## config.mk

```make
export PLATFORM = sky130hd
export DESIGN_NAME = cfgsec_ctrl
export DESIGN_NICKNAME = d
export VERILOG_FILES = /design/src/rtl/cfgsec_pkg.sv /design/src/rtl/cfgsec_store.sv /design/src/rtl/cfgsec_preload.sv /design/src/rtl/cfgsec_ctrl.sv
export SDC_FILE = /design/constraint.sdc
export NUM_CORES = 1
export LEC_CHECK = 0
export ABC_AREA = 0
export BUFFER_PORTS_ARGS = -buffer_cell sky130_fd_sc_hd__clkbuf_2
export CORE_MARGIN = 5
export CORE_UTILIZATION = 48
export CTS_CLUSTER_DIAMETER = 200
export DETAILED_ROUTE_END_ITERATION = 16
export PLACE_DENSITY = 0.67
export SETUP_SLACK_MARGIN = 0.2
export SYNTH_ARGS = -nofsm -noshare
export SYNTH_HDL_FRONTEND = slang
export SYNTH_SLANG_ARGS = --single-unit
```

## constraint.sdc

```tcl
create_clock -name clk -period 3.4 [get_ports clk]
set_input_delay 0.17 -clock clk [delete_from_list [all_inputs] [get_ports clk]]
set_output_delay 0.17 -clock clk [all_outputs]
set_load 0.02 [all_outputs]
```

## src/rtl/cfgsec_pkg.sv

```systemverilog
package cfgsec_pkg;
    typedef enum logic [1:0] {
        OP_READ  = 2'b00,
        OP_PROG  = 2'b01,
        OP_ERASE = 2'b10,
        OP_LOCK  = 2'b11
    } cfg_op_e;
endpackage

```

## src/rtl/cfgsec_store.sv

```systemverilog
module cfgsec_store
    import cfgsec_pkg::*;
#(
    parameter int CFG_BITS  = 64,
    parameter int ERASE_CYC = 6,
    localparam int AW = $clog2(CFG_BITS),
    localparam int CW = $clog2(ERASE_CYC + 1)
) (
    input  logic          clk,
    input  logic          rst_n,
    input  logic          cmd_valid,
    input  logic [1:0]    cmd_op,
    input  logic [AW-1:0] cmd_addr,
    output logic          rd_valid,
    output logic          rd_data,
    output logic          busy,
    output logic          locked
);
    typedef struct packed {
        logic [CFG_BITS-1:0] cfg;
        logic                lock;
        logic                busy;
        logic [CW-1:0]       cnt;
        logic                rd_vld;
        logic                rd_bit;
    } store_t;

    store_t s_d, s_q;

    always_comb begin
        s_d        = s_q;
        s_d.rd_vld = 1'b0;
        if (s_q.busy) begin
            // erase sequencer: wipe pattern and lock together at the end
            if (s_q.cnt == '0) begin
                s_d.busy = 1'b0;
                s_d.cfg  = '0;
                s_d.lock = 1'b0;
            end else begin
                s_d.cnt = s_q.cnt - 1'b1;
            end
        end else if (cmd_valid) begin
            case (cfg_op_e'(cmd_op))
                OP_READ: begin
                    s_d.rd_vld = 1'b1;
                    s_d.rd_bit = s_q.lock | s_q.cfg[cmd_addr];
                end
                OP_PROG: begin
                    if (!s_q.lock) s_d.cfg[cmd_addr] = 1'b1;
                end
                OP_ERASE: begin
                    s_d.busy = 1'b1;
                    s_d.cnt  = CW'(ERASE_CYC - 1);
                end
                default: s_d.lock = 1'b1;
            endcase
        end
    end

    always_ff @(posedge clk or negedge rst_n) begin
        if (!rst_n) s_q <= '0;
        else        s_q <= s_d;
    end

    assign rd_valid = s_q.rd_vld;
    assign rd_data  = s_q.rd_bit;
    assign busy     = s_q.busy;
    assign locked   = s_q.lock;
endmodule

```

## src/rtl/cfgsec_preload.sv

```systemverilog
module cfgsec_preload #(
    parameter int CELLS         = 10,
    parameter int SETUP_CYC     = 2,
    parameter int HOLD_CYC      = 1,
    parameter int MODE_HOLD_CYC = 3,
    localparam int WIN = (HOLD_CYC > MODE_HOLD_CYC) ? HOLD_CYC : MODE_HOLD_CYC,
    localparam int SW  = $clog2(SETUP_CYC + 1),
    localparam int EW  = $clog2(WIN + 1)
) (
    input  logic             clk,
    input  logic             rst_n,
    input  logic             mode,
    input  logic             locked,
    input  logic             latch_stb,
    input  logic [CELLS-1:0] pin_in,
    input  logic [CELLS-1:0] cell_is_reg,
    output logic [CELLS-1:0] ld_en,
    output logic [CELLS-1:0] ld_data,
    output logic             err
);
    typedef struct packed {
        logic [CELLS-1:0] prev_pins;
        logic [SW-1:0]    run;
        logic             stb_prev;
        logic             pend;
        logic [EW-1:0]    el;
        logic [CELLS-1:0] cap;
        logic [CELLS-1:0] ld_en;
        logic [CELLS-1:0] ld_data;
        logic             err;
    } pl_t;

    pl_t s_d, s_q;

    logic          same;
    logic          setup_ok;
    logic          strobe;
    logic          viol;
    logic [EW-1:0] el_n;

    always_comb begin
        s_d           = s_q;
        s_d.ld_en     = '0;
        s_d.prev_pins = pin_in;
        s_d.stb_prev  = latch_stb;

        same     = (pin_in == s_q.prev_pins);
        setup_ok = same && ((32'(s_q.run) + 1) >= SETUP_CYC);
        strobe   = latch_stb && !s_q.stb_prev;
        el_n     = s_q.el + 1'b1;
        viol     = 1'b0;

        // run length of unchanged pin levels, saturating at the setup need
        if (!same)                          s_d.run = '0;
        else if (32'(s_q.run) < SETUP_CYC)  s_d.run = s_q.run + 1'b1;

        if (s_q.pend) begin
            viol = ((32'(el_n) <= HOLD_CYC) && (pin_in != s_q.cap)) ||
                   ((32'(el_n) <= MODE_HOLD_CYC) && !mode);
            if (viol) begin
                s_d.pend = 1'b0;
                s_d.err  = 1'b1;
            end else if (32'(el_n) == WIN) begin
                s_d.pend = 1'b0;
                if (!locked) begin
                    s_d.ld_en   = cell_is_reg;
                    s_d.ld_data = s_q.cap;
                end
            end else begin
                s_d.el = el_n;
            end
        end else if (strobe && mode && !locked) begin
            if (setup_ok) begin
                s_d.pend = 1'b1;
                s_d.el   = '0;
                s_d.cap  = pin_in;
            end else begin
                s_d.err = 1'b1;
            end
        end
    end

    always_ff @(posedge clk or negedge rst_n) begin
        if (!rst_n) s_q <= '0;
        else        s_q <= s_d;
    end

    assign ld_en   = s_q.ld_en;
    assign ld_data = s_q.ld_data;
    assign err     = s_q.err;
endmodule

```

## src/rtl/cfgsec_ctrl.sv

```systemverilog
module cfgsec_ctrl #(
    parameter int CELLS         = 10,
    parameter int CFG_BITS      = 64,
    parameter int ERASE_CYC     = 6,
    parameter int SETUP_CYC     = 2,
    parameter int HOLD_CYC      = 1,
    parameter int MODE_HOLD_CYC = 3,
    localparam int AW = $clog2(CFG_BITS)
) (
    input  logic             clk,
    input  logic             rst_n,
    input  logic             cmd_valid,
    input  logic [1:0]       cmd_op,
    input  logic [AW-1:0]    cmd_addr,
    output logic             rd_valid,
    output logic             rd_data,
    output logic             busy,
    input  logic             preload_mode,
    input  logic             latch_stb,
    input  logic [CELLS-1:0] pin_in,
    input  logic [CELLS-1:0] cell_is_reg,
    output logic             out_disable,
    output logic [CELLS-1:0] ld_en,
    output logic [CELLS-1:0] ld_data,
    output logic             preload_err
);
    logic lock_w;
    logic od_d, od_q;

    cfgsec_store #(
        .CFG_BITS  (CFG_BITS),
        .ERASE_CYC (ERASE_CYC)
    ) u_store (
        .clk       (clk),
        .rst_n     (rst_n),
        .cmd_valid (cmd_valid),
        .cmd_op    (cmd_op),
        .cmd_addr  (cmd_addr),
        .rd_valid  (rd_valid),
        .rd_data   (rd_data),
        .busy      (busy),
        .locked    (lock_w)
    );

    cfgsec_preload #(
        .CELLS         (CELLS),
        .SETUP_CYC     (SETUP_CYC),
        .HOLD_CYC      (HOLD_CYC),
        .MODE_HOLD_CYC (MODE_HOLD_CYC)
    ) u_preload (
        .clk         (clk),
        .rst_n       (rst_n),
        .mode        (preload_mode),
        .locked      (lock_w),
        .latch_stb   (latch_stb),
        .pin_in      (pin_in),
        .cell_is_reg (cell_is_reg),
        .ld_en       (ld_en),
        .ld_data     (ld_data),
        .err         (preload_err)
    );

    always_comb begin
        od_d = preload_mode && !lock_w;
    end

    always_ff @(posedge clk or negedge rst_n) begin
        if (!rst_n) od_q <= 1'b0;
        else        od_q <= od_d;
    end

    assign out_disable = od_q;
endmodule

```

## Yosys cells after proc, flatten, opt, wreduce, memory -nomap -nowiden

Cells that the tools add are included.

- Add/subtract/negate cells: 4
- Order comparisons: 5
- Eq/ne operators: 14
- Multiplexer cells: 31
- Bitwise operators: 6
- Reductions and logical operators: 27

Operator list:

| operator | number |
|---|---|
| $mux 64 | 2 |
| $mux 20 | 4 |
| $mux 71 | 1 |
| $mux 69 | 1 |
| $mux 66 | 1 |
| $or 64x64->64 | 1 |
| $ge 32x2->1 const B | 1 |
| $mux 13 | 2 |
| $reduce_and 3->1 | 5 |
| $ne 2x2->1 const B | 7 |
| $mux 2 | 6 |
| $reduce_and 4->1 | 3 |
| $eq 10x10->1 | 1 |
| $ne 10x10->1 | 1 |
| $reduce_bool 2->1 | 5 |
| $mux 1 | 9 |
| $logic_and 1x1->1 | 7 |
| $lt 6x7->1 const B | 1 |
| $bmux 1 s6 | 1 |
| $demux 1 s6 | 1 |
| $ge 6x1->1 const B | 1 |
| $mux 3 | 2 |
| $add 2x1->2 const B | 2 |
| $eq 2x2->1 const B | 2 |
| other kinds (14) | 20 |

- Bits in registers: 119
- Input bits: 33
- Logic and storage cells: 103

## Depth between registers and ports, before layout

- Depth after elaboration: 9
- Mapped depth: 8

## By module

Synthesis repeated with hierarchy kept, for this count alone.

- Cell total of the unflattened synthesis: 492
- Area, all modules: 5474.0 sq um

By module, submodules not included:

| module | times used | cells each | area each (sq um) | seq. area each (sq um) |
|---|---|---|---|---|
| cfgsec_store | 1 | 336 | 3319.4 | 1776.7 |
| cfgsec_preload | 1 | 154 | 2115.8 | 1176.1 |
| cfgsec_ctrl | 1 | 2 | 38.8 | 25.0 |

## Worst setup path before layout

OpenSTA, ideal clock, no wires.

- Path kind: reg2reg
- Start: register u_preload.s_q[43] (netlist bit)
- End: register u_preload.s_q[24] (netlist bit)
- Setup time: 0.125 ns
- Arrival time: 1.851 ns
- Setup slack: 1.423 ns
- Cell stages (with the launch flop): 8
- Buffers on the path: 2
- Clock period less this slack: 1.977 ns
- Cells stage by stage: dfrtp_1 -> xor2_1 -> nor4_1 -> nand4_1 -> or3b_1 -> buf_6 -> buf_12 -> mux2_4

- Longest elaborated chain between the ends: 3

RTL lines:

| element | RTL line | RTL |
|---|---|---|
| from (decl) | cfgsec_preload.sv:33 | `pl_t s_d, s_q;` |
| from (signal assigned) | cfgsec_preload.sv:84 | `if (!rst_n) s_q <= '0;` |
| from (signal assigned) | cfgsec_preload.sv:85 | `else s_q <= s_d;` |
| $eq 10x10->1 | cfgsec_preload.sv:47 | `same = (pin_in == s_q.prev_pins);` |
| $logic_and 1x1->1 | cfgsec_preload.sv:48 | `setup_ok = same && ((32'(s_q.run) + 1) >= SETUP_CYC);` |
| $reduce_and 3->1 (no line) | -- |  |

No other way between the ends.
A chain may end at the register's enable or synchronous reset.

## Final worst setup path

- Start: input pin_in[4]
- End: register u_preload.s_q, in the netlist u_preload.ld_data[4]

- Longest elaborated chain between the ends: 5

RTL lines:

| element | RTL line | RTL |
|---|---|---|
| from (decl) | cfgsec_ctrl.sv:20 | `input logic [CELLS-1:0] pin_in,` |
| $ne 10x10->1 | cfgsec_preload.sv:58 | `viol = ((32'(el_n) <= HOLD_CYC) && (pin_in != s_q.cap)) \|\|` |
| $logic_and 1x1->1 | cfgsec_preload.sv:58 |  |
| $logic_or 1x1->1 | cfgsec_preload.sv:58 |  |
| $not 1->1 (no line) | -- |  |
| $reduce_and 4->1 (no line) | -- |  |

No other way between the ends.

==> metrics list <==
* Share of power burned in registers: 42.3%
- At the later pin of the worst-skew pair, clock insertion delay measures 0.42 ns.
- Slowest stage cell on the critical path: sky130_fd_sc_hd__and4_1
* Fin crit period: 2.55 ns
- The area growth from synthesis to layout is 19.4%.
- Leftover overflow at the end of global routing: 0
* Final WL: 12000 µm
- The number of hold-slack violations in the final timing report came to 0.
* Hold Startpoint: cmd_op[1]
* Leakage power: 0.00317 µW
* Worst setup skew after layout: 0.00730 ns
* Gate Count Post-Synth: 509
- Worst R2R Start: u_preload.s_q[27]
- The completed layout was analyzed and its total power is 3950 µW.
- Outcome: finished clean
* IO buf count: 57
- After detailed routing, the average wire length per cell comes to 16.6 µm.
- RSZ-0062 raised after global routing: no
* Register Area: 2980 µm²
* Vias in the first global route: 3961
- Gates resized during post-CTS repair numbered 0.
* Required arrival time at the worst endpoint: 3.70 ns
* Internal cell power: 2810 µW
- Worst setup timing slack at the placement stage: 0.887 ns
* Number of DRC violations after detailed-routing iteration 0: 381
* Clock transition at the registers of the reported paths: 0.06 ns
- TritonCTS sink count: 119
* Total number of vias: 3937
- Counting the buffers created by CTS gives 17.
- Slew at the pin with the worst max-slew slack: 1.19 ns
- Measured on the finished design, the core utilization comes to 58.8%.
* Fin. max-slew vios: 0
- The Yosys step of the flow raised 0 warnings.
- The most critical setup path has its startpoint at pin_in[4].
* Sw power: 1150 µW
* Pin count of the biggest net entering global routing: 66
* Die Height: 116 µm
- Yosys mapped the design onto 46 distinct sky130hd cell types.
- Critical-path maximum fanout: 20
- Leaving out filler cells and counting taps, the final layout contains 723.
- DRC violations left: 0
* Peak supply drop: 0.426 mV
* Worst setup path class: in2reg
* Max Clk Rate: 392 MHz
- After floorplanning, the core was divided into 38 placement rows.
- For this configuration, the core starts out at a cell density of 49.2%.
- Filler Cell Count: 887
- Number of max-cap violations: 0
- The worst setup path is launched from a primary input.
* Clock root buffer: sky130_fd_sc_hd__clkbuf_16
- The tightest min-delay check is of the in2reg type.
- Synthesis inferred 119 register bits.
- The worst path uses 74.9% of the clock period.
* Total area of multi-input combinational cells: 2100 µm²
- Cell Chain, Critical Path: dlygate4sd3_1 > clkbuf_2 > xnor2_1 > nand4_1 > o41ai_1 > and4_1 > mux2_2
* Count of final setup violators: 0
- Combined area of all synthesized cells: 5380 µm²
* CTS tree: yes
* Final antenna-violating net count: 0
- The number of antenna diodes in the final layout is 0.
- Number of top-level pins: 58
* Total power divided by cell area: 615 nW/µm²
* Number of cells in the design after placement: 669
* Worst max-slew margin expressed relative to the limit: 20.6%
- In the final design database the tool counted 607 nets.
* Width of the die: 116 µm
- Routability cong.: 0.841
- Arrival time at the worst endpoint: 2.85 ns
* Share of layout cells above drive strength 1: 22.0%
- The number of nets handed over by synthesis was 546.
* Crit end category: register
* Number of levels the H-tree was split into: 4
- Summed over all nets, the half-perimeter wirelength after detailed placement is 7840 µm.
- Per report_power, the combinational group accounts for 14.1% of the total.
- Number of antenna violations at the first check in global routing: 0
* Switching share of power: 29.0%
* Avg Synthesized Cell Area: 10.6 µm²
- For this run, the slowest stage of the critical path takes 0.78 ns.
- Clock share of power: 43.6%
- Max Root-Sink Buffers: 2
* Post-CTS Repair Setup Buffers: 0
- Area enclosed by the die boundary: 13400 µm²
- Seq/Total Area, Yosys: 55.3%
- The core region is 10900 µm².
* Final setup slack of the worst path: 0.852 ns
- The pre-antenna-repair detailed-routing pass consisted of 5 iterations.
* Total Negative Setup Slacks: 0 ns
* Global-route wire length before repair: 19900 µm
* Hold_buf cts: 22
- Via/cell ratio: 5.45
- For this run, the total global-route usage over all layers was measured as 19.0%.
power groups by stage:
stage	Sequential (µW)	Clock [µW]	Combinational, µW
after global routing	1690	1820	630
final	1670	1720	557
after global placement	1690	0	521
after CTS	1670	1740	561
after floorplan	1690	0	344
after detailed placement	1690	0	539
registers in the layout, indices dropped and copies added (netlist names):
register and cells:
u_store.s_q 67, u_preload.ld_en 10, u_store.rd_valid 1, u_store.rd_data 1, u_preload.ld_data 10, u_preload.err 1
u_store.busy 1, u_preload.s_q 26, out_disable 1, u_store.locked 1
kinds of logic after synthesis:
group                      after synthesis  synth area share, %
AOI/OAI and AO/OA                      111                 12.1
xor gates and xnor gates                22                 3.58
DFF                                    119                 55.3
and+or+nand+nor                        161                 14.2
buffers and inverters                   54                 5.70
adders and majority gates                4                0.930
muxes                                   38                 8.21
stage by stage:
stage | hold WS, ns | cell area (µm²)
CTS | 0.00246 | 6430
floorplan | -0.126 | 5380
detailed placement | 0.305 | 5640
global route | 0.0181 | 6430
global placement | 0.299 | 5640
finish | 0.0164 | 6430
cell usage in the layout, fill, tap and decap left out, types with 4 or more instances in the layout:
cell type	count
sky130_fd_sc_hd__dfrtp_1	119
sky130_fd_sc_hd__nor2_1	86
sky130_fd_sc_hd__a21oi_1	65
sky130_fd_sc_hd__clkbuf_2	56
sky130_fd_sc_hd__dlygate4sd3_1	22
sky130_fd_sc_hd__mux2_2	21
sky130_fd_sc_hd__clkbuf_16	17
sky130_fd_sc_hd__nand2_1	16
sky130_fd_sc_hd__xor2_1	11
sky130_fd_sc_hd__xnor2_1	11
sky130_fd_sc_hd__nor2b_1	11
sky130_fd_sc_hd__and2_1	11
sky130_fd_sc_hd__o21ai_0	11
sky130_fd_sc_hd__mux2i_1	10
sky130_fd_sc_hd__inv_1	9
sky130_fd_sc_hd__a31oi_1	9
sky130_fd_sc_hd__buf_4	9
sky130_fd_sc_hd__mux2_4	7
sky130_fd_sc_hd__nor3_1	6
sky130_fd_sc_hd__a221oi_1	6
sky130_fd_sc_hd__nand3_1	6
sky130_fd_sc_hd__inv_6	6
sky130_fd_sc_hd__and3_1	5
sky130_fd_sc_hd__a22oi_1	4
sky130_fd_sc_hd__ha_1	4
cells in the mapped netlist (all sizes together):
cell type | count | area (µm²)
dfrtp | 119 | 2980
nor2 | 86 | 323
a21oi | 65 | 325
buf | 30 | 216
mux2 | 28 | 342
nand2 | 16 | 60.1
clkbuf | 15 | 56.3
and2 | 11 | 68.8
nor2b | 11 | 68.8
o21ai | 11 | 55.1
xnor2 | 11 | 96.3
xor2 | 11 | 96.3
mux2i | 10 | 100
a31oi | 9 | 56.3
inv | 9 | 33.8
nor3 | 7 | 40.0
a221oi | 6 | 52.6
nand3 | 6 | 30.0
and3 | 5 | 31.3
nor3b | 5 | 42.5
a22oi | 4 | 30.0
ha | 4 | 50.1
a22o | 3 | 26.3
nand2b | 3 | 18.8
nand4 | 3 | 18.8
nor4 | 3 | 18.8
a211oi | 2 | 15.0
a311oi | 2 | 17.5
nand3b | 2 | 15.0
o211ai | 2 | 15.0
o22ai | 2 | 12.5
a2111oi | 1 | 8.76
a21boi | 1 | 7.51
a221o | 1 | 10.0
and4 | 1 | 8.76
nand4b | 1 | 8.76
o221ai | 1 | 8.76
o41ai | 1 | 8.76
or3b | 1 | 8.76
final cells by class:
cell class                 instances  share of cell area [%]
clock buffer                      17                    6.62
sequential                       119                    46.3
inverter                           9                   0.526
tap                              140                    2.73
timing repair buffer              87                    8.84
multi-input combinational        336                    32.7
clock inverter                    15                    2.26
routing by layer:
layer | track usage [%] | share of wire, %
met4 | 7.42 | 1.8
met1 | 26.6 | 45
met5 | 0 | 0
met2 | 28.4 | 47
met3 | 5.33 | 5.6
critical path, delay by kind of cell:
family,cells,cell delay (ns)
buf+inv,2,0.67
simple gates,2,0.91
compound gates,1,0.51
xor+xnor,1,0.16
mux,1,0.42
final timing paths:
path	endpoint	slack [ns]	depth (start not counted)
worst min-delay path	u_store.rd_valid	0.02	2
worst max-delay path	u_preload.ld_data[4]	0.85	7
min in group asynchronous	u_store.s_q[19]	0.38	2
worst max register to register	u_preload.ld_data[4]	0.86	5
max in group asynchronous	u_preload.s_q[23]	2.15	3
worst min register to register	u_store.s_q[14]	0.49	2
(Power assumes the default switching activity.)
